[config.mk]
export PLATFORM = sky130hd
export DESIGN_NAME = can_cfg_guard
export DESIGN_NICKNAME = d
export VERILOG_FILES = /design/src/rtl/can_cfg_pkg.sv /design/src/rtl/cfg_mode_ctrl.sv /design/src/rtl/cfg_regfile.sv /design/src/rtl/tq_prescaler.sv /design/src/rtl/can_cfg_guard.sv
export SDC_FILE = /design/constraint.sdc
export NUM_CORES = 1
export LEC_CHECK = 0
export ABC_AREA = 1
export ABC_CLOCK_PERIOD_IN_PS = 2700
export BUFFER_PORTS_ARGS = -buffer_cell sky130_fd_sc_hd__buf_2
export CAP_MARGIN = 15
export CORE_MARGIN = 3
export CORE_UTILIZATION = 55
export CTS_BUF_LIST = sky130_fd_sc_hd__clkbuf_16
export CTS_CLUSTER_DIAMETER = 120
export DETAILED_ROUTE_END_ITERATION = 8
export HOLD_SLACK_MARGIN = 0.06
export PLACE_DENSITY = 0.75
export SLEW_MARGIN = 40
export SYNTH_ARGS = -nofsm -noshare
export SYNTH_HDL_FRONTEND = slang
export SYNTH_SLANG_ARGS = --single-unit
[constraint.sdc]
create_clock -name clk -period 2.7 [get_ports clk]
set_input_delay 0.675 -clock clk [delete_from_list [all_inputs] [get_ports clk]]
set_output_delay 0.675 -clock clk [all_outputs]
set_load 0.02 [all_outputs]
[src/rtl/can_cfg_pkg.sv]
package can_cfg_pkg;
  localparam int DW       = 8;
  localparam int AW       = 5;
  localparam int NFILT    = 8;
  localparam int PRESC_W  = 6;
  localparam int CFG1_W   = 6;

  localparam logic [AW-1:0] A_MODE   = 5'h00;
  localparam logic [AW-1:0] A_CFG1   = 5'h01;
  localparam logic [AW-1:0] A_TIME0  = 5'h02;
  localparam logic [AW-1:0] A_TIME1  = 5'h03;
  localparam logic [AW-1:0] A_FMODE  = 5'h04;
  localparam logic [AW-1:0] A_RXERR  = 5'h05;
  localparam logic [AW-1:0] A_TXERR  = 5'h06;
  localparam logic [AW-1:0] A_CODE0  = 5'h08;
  localparam logic [AW-1:0] A_MASK0  = 5'h10;

  typedef struct packed {
    logic pdn;
    logic req;
  } mode_bits_t;
endpackage

[src/rtl/cfg_mode_ctrl.sv]
module cfg_mode_ctrl
  import can_cfg_pkg::*;
(
  input  logic       clk,
  input  logic       rst_n,
  input  logic       wr_mode,
  input  logic       wr_cfg1,
  input  logic [1:0] wmode,
  input  logic       wen,
  input  logic       bus_idle,
  output logic       en,
  output mode_bits_t mode,
  output logic       ack
);
  logic       en_q, en_d, lock_q, lock_d;
  mode_bits_t mode_q, mode_d;
  logic       stg_q, stg_d, ack_q, ack_d;

  always_comb begin
    en_d   = en_q;
    lock_d = lock_q;
    if (wr_cfg1 && !lock_q) begin
      en_d   = wen;
      lock_d = 1'b1;
    end
  end

  always_comb begin
    mode_d = mode_q;
    stg_d  = stg_q;
    ack_d  = ack_q;
    if (!en_q) begin
      mode_d = '0;
      stg_d  = 1'b0;
      ack_d  = 1'b0;
    end else begin
      if (wr_mode) mode_d = mode_bits_t'(wmode);
      if (bus_idle) begin
        stg_d = mode_q.req;
        ack_d = stg_q;
      end
    end
  end

  always_ff @(posedge clk or negedge rst_n) begin
    if (!rst_n) begin
      en_q   <= 1'b0;
      lock_q <= 1'b0;
      mode_q <= '0;
      stg_q  <= 1'b0;
      ack_q  <= 1'b0;
    end else begin
      en_q   <= en_d;
      lock_q <= lock_d;
      mode_q <= mode_d;
      stg_q  <= stg_d;
      ack_q  <= ack_d;
    end
  end

  assign en   = en_q;
  assign mode = mode_q;
  assign ack  = ack_q;
endmodule

[src/rtl/cfg_regfile.sv]
module cfg_regfile
  import can_cfg_pkg::*;
(
  input  logic                clk,
  input  logic                rst_n,
  input  logic                wr_en,
  input  logic [AW-1:0]       addr,
  input  logic [DW-1:0]       wdata,
  input  logic                unlocked,
  output logic [CFG1_W-1:0]   cfg1,
  output logic [DW-1:0]       time0,
  output logic [DW-1:0]       time1,
  output logic [DW-1:0]       fmode,
  output logic [NFILT*DW-1:0] code_flat,
  output logic [NFILT*DW-1:0] mask_flat
);
  localparam int NPLAIN = 3;

  logic wok;
  assign wok = wr_en && unlocked;

  logic [CFG1_W-1:0] cfg1_q, cfg1_d;
  always_comb begin
    cfg1_d = cfg1_q;
    if (wok && addr == A_CFG1) cfg1_d = wdata[CFG1_W:1];
  end
  always_ff @(posedge clk or negedge rst_n) begin
    if (!rst_n) cfg1_q <= '0;
    else        cfg1_q <= cfg1_d;
  end
  assign cfg1 = cfg1_q;

  logic [NPLAIN*DW-1:0] plain_q;
  generate
    for (genvar p = 0; p < NPLAIN; p++) begin : g_plain
      logic [DW-1:0] r_q, r_d;
      always_comb begin
        r_d = r_q;
        if (wok && addr == A_TIME0 + AW'(p)) r_d = wdata;
      end
      always_ff @(posedge clk or negedge rst_n) begin
        if (!rst_n) r_q <= '0;
        else        r_q <= r_d;
      end
      assign plain_q[p*DW +: DW] = r_q;
    end

    for (genvar i = 0; i < NFILT; i++) begin : g_filt
      logic [DW-1:0] c_q, c_d, m_q, m_d;
      always_comb begin
        c_d = c_q;
        m_d = m_q;
        if (wok && addr == A_CODE0 + AW'(i)) c_d = wdata;
        if (wok && addr == A_MASK0 + AW'(i)) m_d = wdata;
      end
      always_ff @(posedge clk or negedge rst_n) begin
        if (!rst_n) begin
          c_q <= '0;
          m_q <= '0;
        end else begin
          c_q <= c_d;
          m_q <= m_d;
        end
      end
      assign code_flat[i*DW +: DW] = c_q;
      assign mask_flat[i*DW +: DW] = m_q;
    end
  endgenerate

  assign time0 = plain_q[0*DW +: DW];
  assign time1 = plain_q[1*DW +: DW];
  assign fmode = plain_q[2*DW +: DW];
endmodule

[src/rtl/tq_prescaler.sv]
module tq_prescaler #(
  parameter int PW = 6
) (
  input  logic          clk,
  input  logic          rst_n,
  input  logic          run,
  input  logic          tick,
  input  logic [PW-1:0] ratio_m1,
  output logic          tq_en
);
  logic [PW-1:0] cnt_q, cnt_d;
  logic          tq_q, tq_d;

  always_comb begin
    cnt_d = cnt_q;
    tq_d  = 1'b0;
    if (!run) begin
      cnt_d = '0;
    end else if (tick) begin
      if (cnt_q == ratio_m1) begin
        cnt_d = '0;
        tq_d  = 1'b1;
      end else begin
        cnt_d = cnt_q + 1'b1;
      end
    end
  end

  always_ff @(posedge clk or negedge rst_n) begin
    if (!rst_n) begin
      cnt_q <= '0;
      tq_q  <= 1'b0;
    end else begin
      cnt_q <= cnt_d;
      tq_q  <= tq_d;
    end
  end

  assign tq_en = tq_q;
endmodule

[src/rtl/can_cfg_guard.sv]
module can_cfg_guard
  import can_cfg_pkg::*;
(
  input  logic          clk,
  input  logic          rst_n,
  input  logic          wr_en,
  input  logic [AW-1:0] addr,
  input  logic [DW-1:0] wdata,
  output logic [DW-1:0] rdata,
  input  logic          bus_idle,
  input  logic          osc_tick,
  input  logic          tx_in,
  output logic          tx_out,
  input  logic [DW-1:0] rx_err_cnt,
  input  logic [DW-1:0] tx_err_cnt,
  output logic          tq_en
);
  logic                en, ack;
  mode_bits_t          mode;
  logic [CFG1_W-1:0]   cfg1;
  logic [DW-1:0]       time0, time1, fmode;
  logic [NFILT*DW-1:0] code_flat, mask_flat;
  logic                can_tick, run;

  cfg_mode_ctrl u_mode (
    .clk      (clk),
    .rst_n    (rst_n),
    .wr_mode  (wr_en && addr == A_MODE),
    .wr_cfg1  (wr_en && addr == A_CFG1),
    .wmode    (wdata[1:0]),
    .wen      (wdata[DW-1]),
    .bus_idle (bus_idle),
    .en       (en),
    .mode     (mode),
    .ack      (ack)
  );

  cfg_regfile u_regs (
    .clk       (clk),
    .rst_n     (rst_n),
    .wr_en     (wr_en),
    .addr      (addr),
    .wdata     (wdata),
    .unlocked  (ack),
    .cfg1      (cfg1),
    .time0     (time0),
    .time1     (time1),
    .fmode     (fmode),
    .code_flat (code_flat),
    .mask_flat (mask_flat)
  );

  assign can_tick = cfg1[CFG1_W-1] ? 1'b1 : osc_tick;
  assign run      = en && !ack;

  tq_prescaler #(.PW(PRESC_W)) u_tq (
    .clk      (clk),
    .rst_n    (rst_n),
    .run      (run),
    .tick     (can_tick),
    .ratio_m1 (time0[PRESC_W-1:0]),
    .tq_en    (tq_en)
  );

  assign tx_out = (!en || ack || mode.req || mode.pdn) ? 1'b1 : tx_in;

  always_comb begin
    rdata = '0;
    unique case (addr)
      A_MODE:  rdata = {{(DW-2){1'b0}}, mode.pdn, mode.req};
      A_CFG1:  rdata = {en, cfg1, ack};
      A_TIME0: rdata = time0;
      A_TIME1: rdata = time1;
      A_FMODE: rdata = fmode;
      A_RXERR: rdata = rx_err_cnt;
      A_TXERR: rdata = tx_err_cnt;
      default: begin
        for (int i = 0; i < NFILT; i++) begin
          if (addr == A_CODE0 + AW'(i)) rdata = code_flat[i*DW +: DW];
          if (addr == A_MASK0 + AW'(i)) rdata = mask_flat[i*DW +: DW];
        end
      end
    endcase
  end
endmodule

Word level (Yosys, flattened, before mapping):

Cells that the tools add are included.
Widths: inputs -> output; s select.

* flip-flop bits (word level): 171
* input bits: 35
* output and inout bits: 10
* word-level logic and storage cells: 118

* $add $sub $neg: 1
* equal/unequal tests: 26
* mux-type cells: 31
* reductions and logical operators: 32

Operators with widths (count)
* $mux 8: 16
* $pmux 8 s7: 1
* $eq 5x4->1 const B: 8
* $eq 5x5->1 const B: 8
* $logic_and 1x1->1: 25
* $mux 6: 3
* $eq 5x3->1 const B: 3
* $eq 5x2->1 const B: 2
* $mux 1: 9
* $add 6x1->6 const B: 1
* $eq 6x6->1: 1
* $eq 5x1->1 const B: 1
* $logic_not 5->1: 1
* $mux 2: 2
* $ne 2x2->1 const B: 2
* $logic_not 1->1: 3
* $logic_or 1x1->1: 3
* $ne 2x1->1 const B: 1

Depth between registers and ports, before layout:

* depth after elaboration: 18
* depth in mapped cells: 16

By module:

A second synthesis with hierarchy kept.

* cell total of the unflattened synthesis: 1176
* area total of the unflattened synthesis: 8814.7 um^2

Modules (own cells, without submodules)
* cfg_regfile: instances 1, cells each 729, area an instance 6421.2 um^2, seq. area each 3953.8 um^2
* can_cfg_guard: instances 1, cells each 353, area an instance 1681.6 um^2, seq. area each 0.0 um^2
* tq_prescaler: instances 1, cells each 67, area an instance 459.2 um^2, seq. area each 175.2 um^2
* cfg_mode_ctrl: instances 1, cells each 27, area an instance 252.7 um^2, seq. area each 150.1 um^2

Worst setup path before layout:

No wires, ideal clock.

* path type: in2out
* start: in addr[0]
* end: out rdata[1]
* data arrival time: 1.958 ns
* required time: 2.025 ns
* slack: 0.067 ns
* stages on the path: 16
* path through: buf_6 -> nor2_4 -> nand2_2 -> nor2_4 -> nand2_1 -> nand2_1 -> nor2_1 -> nand3_1 -> nand2_1 -> nand3_1 -> nand2_1 -> nand3_1 -> nand2_1 -> nand4_1 -> nand2_1 -> nand2_1

* longest elaborated chain between the ends: 18
* elaborated cells on any way between the ends: 40
* those cells by class: eq/ne (22); mux (17); reduce/logical (1)

RTL lines
* start: declaration: RTL line can_cfg_guard.sv:7 `input logic [AW-1:0] addr,`
* $eq 5x4->1: RTL line can_cfg_guard.sv:79 `if (addr == A_CODE0 + AW'(i)) rdata = code_flat[i*DW +: DW];`
* $mux 8: RTL line can_cfg_guard.sv:79
* $mux 8: RTL line can_cfg_guard.sv:80 `if (addr == A_MASK0 + AW'(i)) rdata = mask_flat[i*DW +: DW];`
* $mux 8: RTL line can_cfg_guard.sv:79
* $mux 8: RTL line can_cfg_guard.sv:80
* $mux 8: RTL line can_cfg_guard.sv:79
* $mux 8: RTL line can_cfg_guard.sv:80
* $mux 8: RTL line can_cfg_guard.sv:79
* (+2 left out)
* $mux 8: RTL line can_cfg_guard.sv:80
* $mux 8: RTL line can_cfg_guard.sv:79
* $mux 8: RTL line can_cfg_guard.sv:80
* $mux 8: RTL line can_cfg_guard.sv:79
* $mux 8: RTL line can_cfg_guard.sv:80
* $mux 8: RTL line can_cfg_guard.sv:79
* $mux 8: RTL line can_cfg_guard.sv:80
* $pmux 8 s7 (*): RTL line can_cfg_guard.sv:69 `unique case (addr)`
* end: declaration: RTL line can_cfg_guard.sv:9 `output logic [DW-1:0] rdata,`

Mark *: on every way between the ends. The rest lies on a longest branch, timed or not.

Final worst setup path:

* start: in addr[1]
* end: out rdata[6]

The elaborated chain is that of the path after synthesis.

==> metrics.md <==
| Metric | Value |
|---|---|
| Cell total after placement | `1,251` |
| Cells after Synth | `996` |
| Slowest cell on crit path | `nor2_4` |
| Placed Area | `8970 um2` |
| CP Class | `primary input to output pin` |
| Total negative slack | `-2340 ps` |
| Die Y | `about 130 um` |
| Root buf cell | `clkbuf_16` |
| Leakage | `0.00463 uW` |
| H-Tree Level Count | `4` |
| Nets | `1,132` |
| CTS tree | `built` |
| CP Capture Type | `output pin` |
| Reg2Reg Setup Slack | `1120 ps` |
| Placed wire-length estimate | `14,800 um` |
| Layout Skew | `10.4 ps` |
| Max_cap viols | `0` |
| Num CTS Buffers | `17` |
| Final Hold Fails | `0` |
| Fin. max-slew vios | `0` |
| Final cell count without fillers | `1,288` |
| Yosys warns | `0` |
| EDFF count, synth | `0` |
| Syn avg cell area | `8.12 um2` |
| Reg2Reg Depth | `8` |
| Gp weighted congestion | `0.878` |
| Power per cell area | `543 nW/um2` |
| Seq cells post-synth | `171` |
| WL final | `22,000 um` |
| Post-synth cell types | `38` |
| ANT cells | `0` |
| Min Tclk post-route | `just over 3000 ps` |
| Crit path cell chain | `buf_6 -> nor2_2 -> nand2_2 -> nor2_4 -> clkinv_4 -> nor2_2 -> nor2_1 -> nand4_1 -> nand2_1 -> nand4_1 -> nand2_1 -> nand3_2 -> nand2_1 -> nand3_1 -> buf_6` |
| GRT Util Overall | `0.285` |
| Critical Path Max Stage Delay | `210 ps` |
| Die Area | `16,200 um2` |
| Post-Layout Inst Area | `9820 um2` |
| Antenna violations before repair | `0` |
| Worst setup SP type | `primary input` |
| Reg-to-reg startpoint | `u_mode.en$_DFFE_PN0P_` |
| Seq/Total Area, Yosys | `0.529` |
| Vias in the first global route | `6,773` |
| Tcrit/Tclk final | `1.13` |
| Top_reg_cell synth | `dfrtp_1` |
| Post-DRT Antenna Nets | `0` |
| Core ar. | `14,100 um2` |
| Row count | `43` |
| Fmax | `~330 MHz` |
| CP Buf/Inv Count | `3` |
| Worst slack, placed | `-455 ps` |
| DR WL/cell | `17.1 um` |
| Die W | `127 um` |
| Max Buffers Root-to-Sink | `2` |
| Worst path top cell family by delay | `simple AND/OR/NAND/NOR gates` |
| Worst-Skew Late Latency | `approximately 440 ps` |
| Run status | `finished with violations` |
| R2R Path End | `u_tq.cnt_q[2]$_DFFE_PN0P_` |
| CP most frequent cell | `nand2_1` |
| Power Total | `approximately 5300 uW` |
| Worst hold path type | `primary input to asynchronous set/reset pin` |
| Asr flop ratio synth | `1.00` |
| Clock transition at the registers of the reported paths | `~60 ps` |
| Initial DRC count | `795` |
| CP Max Fanout | `7` |
| Vias | `about 7,100` |
| Req. time, crit path | `2030 ps` |
| Fin worst setup slack | `-342 ps` |
| Area Growth Syn to Fin | `21.4%` |
| Setup violators final | `8` |
| Clock sink count | `roughly 170` |
| Worst EP arrival | `approximately 2400 ps` |
| First-pass GRT wire length | `35,700 um` |
| Port buffer count | `44` |
| Tightest Pin Transition | `around 850 ps` |
| Post-Syn Area | `8090 um2` |
| Violated checks | `negative setup slack` |
| Synthesized net count | `1,032` |
| Initial core utilization | `0.571` |
| DRC violations left | `0` |
| RSZ-0062 raised after global routing | `yes` |
| First-pass DRT Iterations | `5` |
| VDD IR-drop max | `0.454 mV` |
| Share of cells above drive strength 1 | `0.204` |
| Largest net degree at the start of global routing | `54` |
| Remaining Overflow, GRT | `0` |
| Via density per instance | `5.55` |
| Slew HR | `0.433` |
| I/O Pins | `45` |
cells in the final DEF (no fill, tap or decap), types with 3 or more instances in the layout:
| cell type | Yosys | routed |
|---|---|---|
| nand2_1 | 348 | 344 |
| clkinv_2 | 0 | 3 |
| nand3_1 | 26 | 20 |
| clkinv_4 | 1 | 5 |
| xor2_1 | 4 | 4 |
| or2_2 | 9 | 9 |
| nor2_4 | 11 | 16 |
| nand2_4 | 3 | 5 |
| clkbuf_16 | 0 | 17 |
| a22o_1 | 5 | 5 |
| inv_1 | 68 | 67 |
| dfrtp_1 | 171 | 171 |
| nor2_2 | 6 | 14 |
| bufinv_16 | 0 | 3 |
| or2_0 | 4 | 4 |
| nor2_1 | 61 | 48 |
| a221oi_1 | 4 | 3 |
| o21ai_0 | 159 | 157 |
| nand2_2 | 3 | 5 |
| buf_4 | 2 | 66 |
| nand4_1 | 28 | 28 |
| inv_2 | 5 | 6 |
| buf_12 | 0 | 6 |
| o21ai_2 | 8 | 8 |
| buf_6 | 3 | 20 |
| nor3_1 | 3 | 3 |
| a21oi_1 | 8 | 8 |
| nand3_2 | 0 | 6 |
| buf_2 | 5 | 32 |
cells by family after synthesis:
kind of cell               count (synthesis)  synth area share
and+or+nand+nor                          509             0.274
AOI/OAI and AO/OA                        194             0.132
DFF                                      171             0.529
buffers and inverters                    117            0.0594
xor gates and xnor gates                   4           0.00433
adders and majority gates                  1           0.00155
timing repair:
item / 4_1_cts / 5_1_grt
pin swaps: 27 / 14
gates resized for setup: 48 / 18
setup endpoints to repair: 8 / 8
hold buffers: 0 / 0
setup buffers: 6 / 1
Yosys cell counts (2+ instances only):
master / n / area share
nand2_1: 348 / 0.16
dfrtp_1: 171 / 0.53
o21ai_0: 159 / 0.098
inv_1: 68 / 0.032
nor2_1: 61 / 0.028
clkbuf_1: 33 / 0.015
nand4_1: 28 / 0.022
nand3_1: 26 / 0.016
nor2_4: 11 / 0.015
or2_2: 9 / 0.0070
a21oi_1: 8 / 0.0050
o21ai_2: 8 / 0.0087
nor2_2: 6 / 0.0046
a22o_1: 5 / 0.0054
buf_2: 5 / 0.0031
inv_2: 5 / 0.0023
a221oi_1: 4 / 0.0043
or2_0: 4 / 0.0031
xor2_1: 4 / 0.0043
buf_6: 3 / 0.0042
nand2_2: 3 / 0.0023
nand2_4: 3 / 0.0042
nor3_1: 3 / 0.0019
a211o_1: 2 / 0.0022
a211oi_1: 2 / 0.0019
buf_4: 2 / 0.0019
nor4_1: 2 / 0.0015
o2111ai_1: 2 / 0.0022
o31ai_1: 2 / 0.0019
cell type report:
cell class | instances | area, um2
Clock inverter | 14 | 158
Sequential cell | 171 | 4280
Tap cell | 180 | 225
Inverter | 74 | 288
Timing Repair Buffer | 124 | 1000
Clock buffer | 17 | 425
Fill cell | 1143 | 4330
Multi-Input combinational cell | 708 | 3440
state kept, by name, indices dropped and copies added (netlist names), 2 cells and up:
name and count:
u_regs.time1 8, u_mode.mode 2, u_regs.g_filt.c_q 64, u_regs.g_filt.m_q 64, u_regs.fmode 8, u_regs.cfg1 6
u_regs.time0 8, u_tq.cnt_q 6
where the power goes:
group	switching, uW	internal, uW
clock	1010	1440
sequential	0	2560
combinational	215	105
worst max path at each step:
stage,from,end,depth (start not counted)
2_1_floorplan,addr[0],rdata[1],16
3_3_place_gp,addr[0],rdata[6],16
3_5_place_dp,addr[0],rdata[6],16
4_1_cts,addr[0],rdata[6],16
5_1_grt,addr[1],rdata[6],15
6_report,addr[1],rdata[6],15
through the flow:
step	utilization	hold WS, ps
after floorplan	-	379
after global placement	0.634	436
after detailed placement	0.634	447
after CTS	0.689	203
after global routing	0.694	222
final	0.694	198
routing by layer:
| layer | part of all wire | wire (um) | vias up | global-route usage |
|---|---|---|---|---|
| met5 | 0 | 0 | - | 0 |
| met2 | 0.48 | 10500 | 255 | 0.450 |
| met3 | 0.060 | 1330 | 39 | 0.0598 |
| met4 | 0.025 | 543 | 0 | 0.102 |
| met1 | 0.44 | 9700 | 3420 | 0.394 |
| li1 | - | - | 3433 | - |
(Power assumes the default switching activity.)
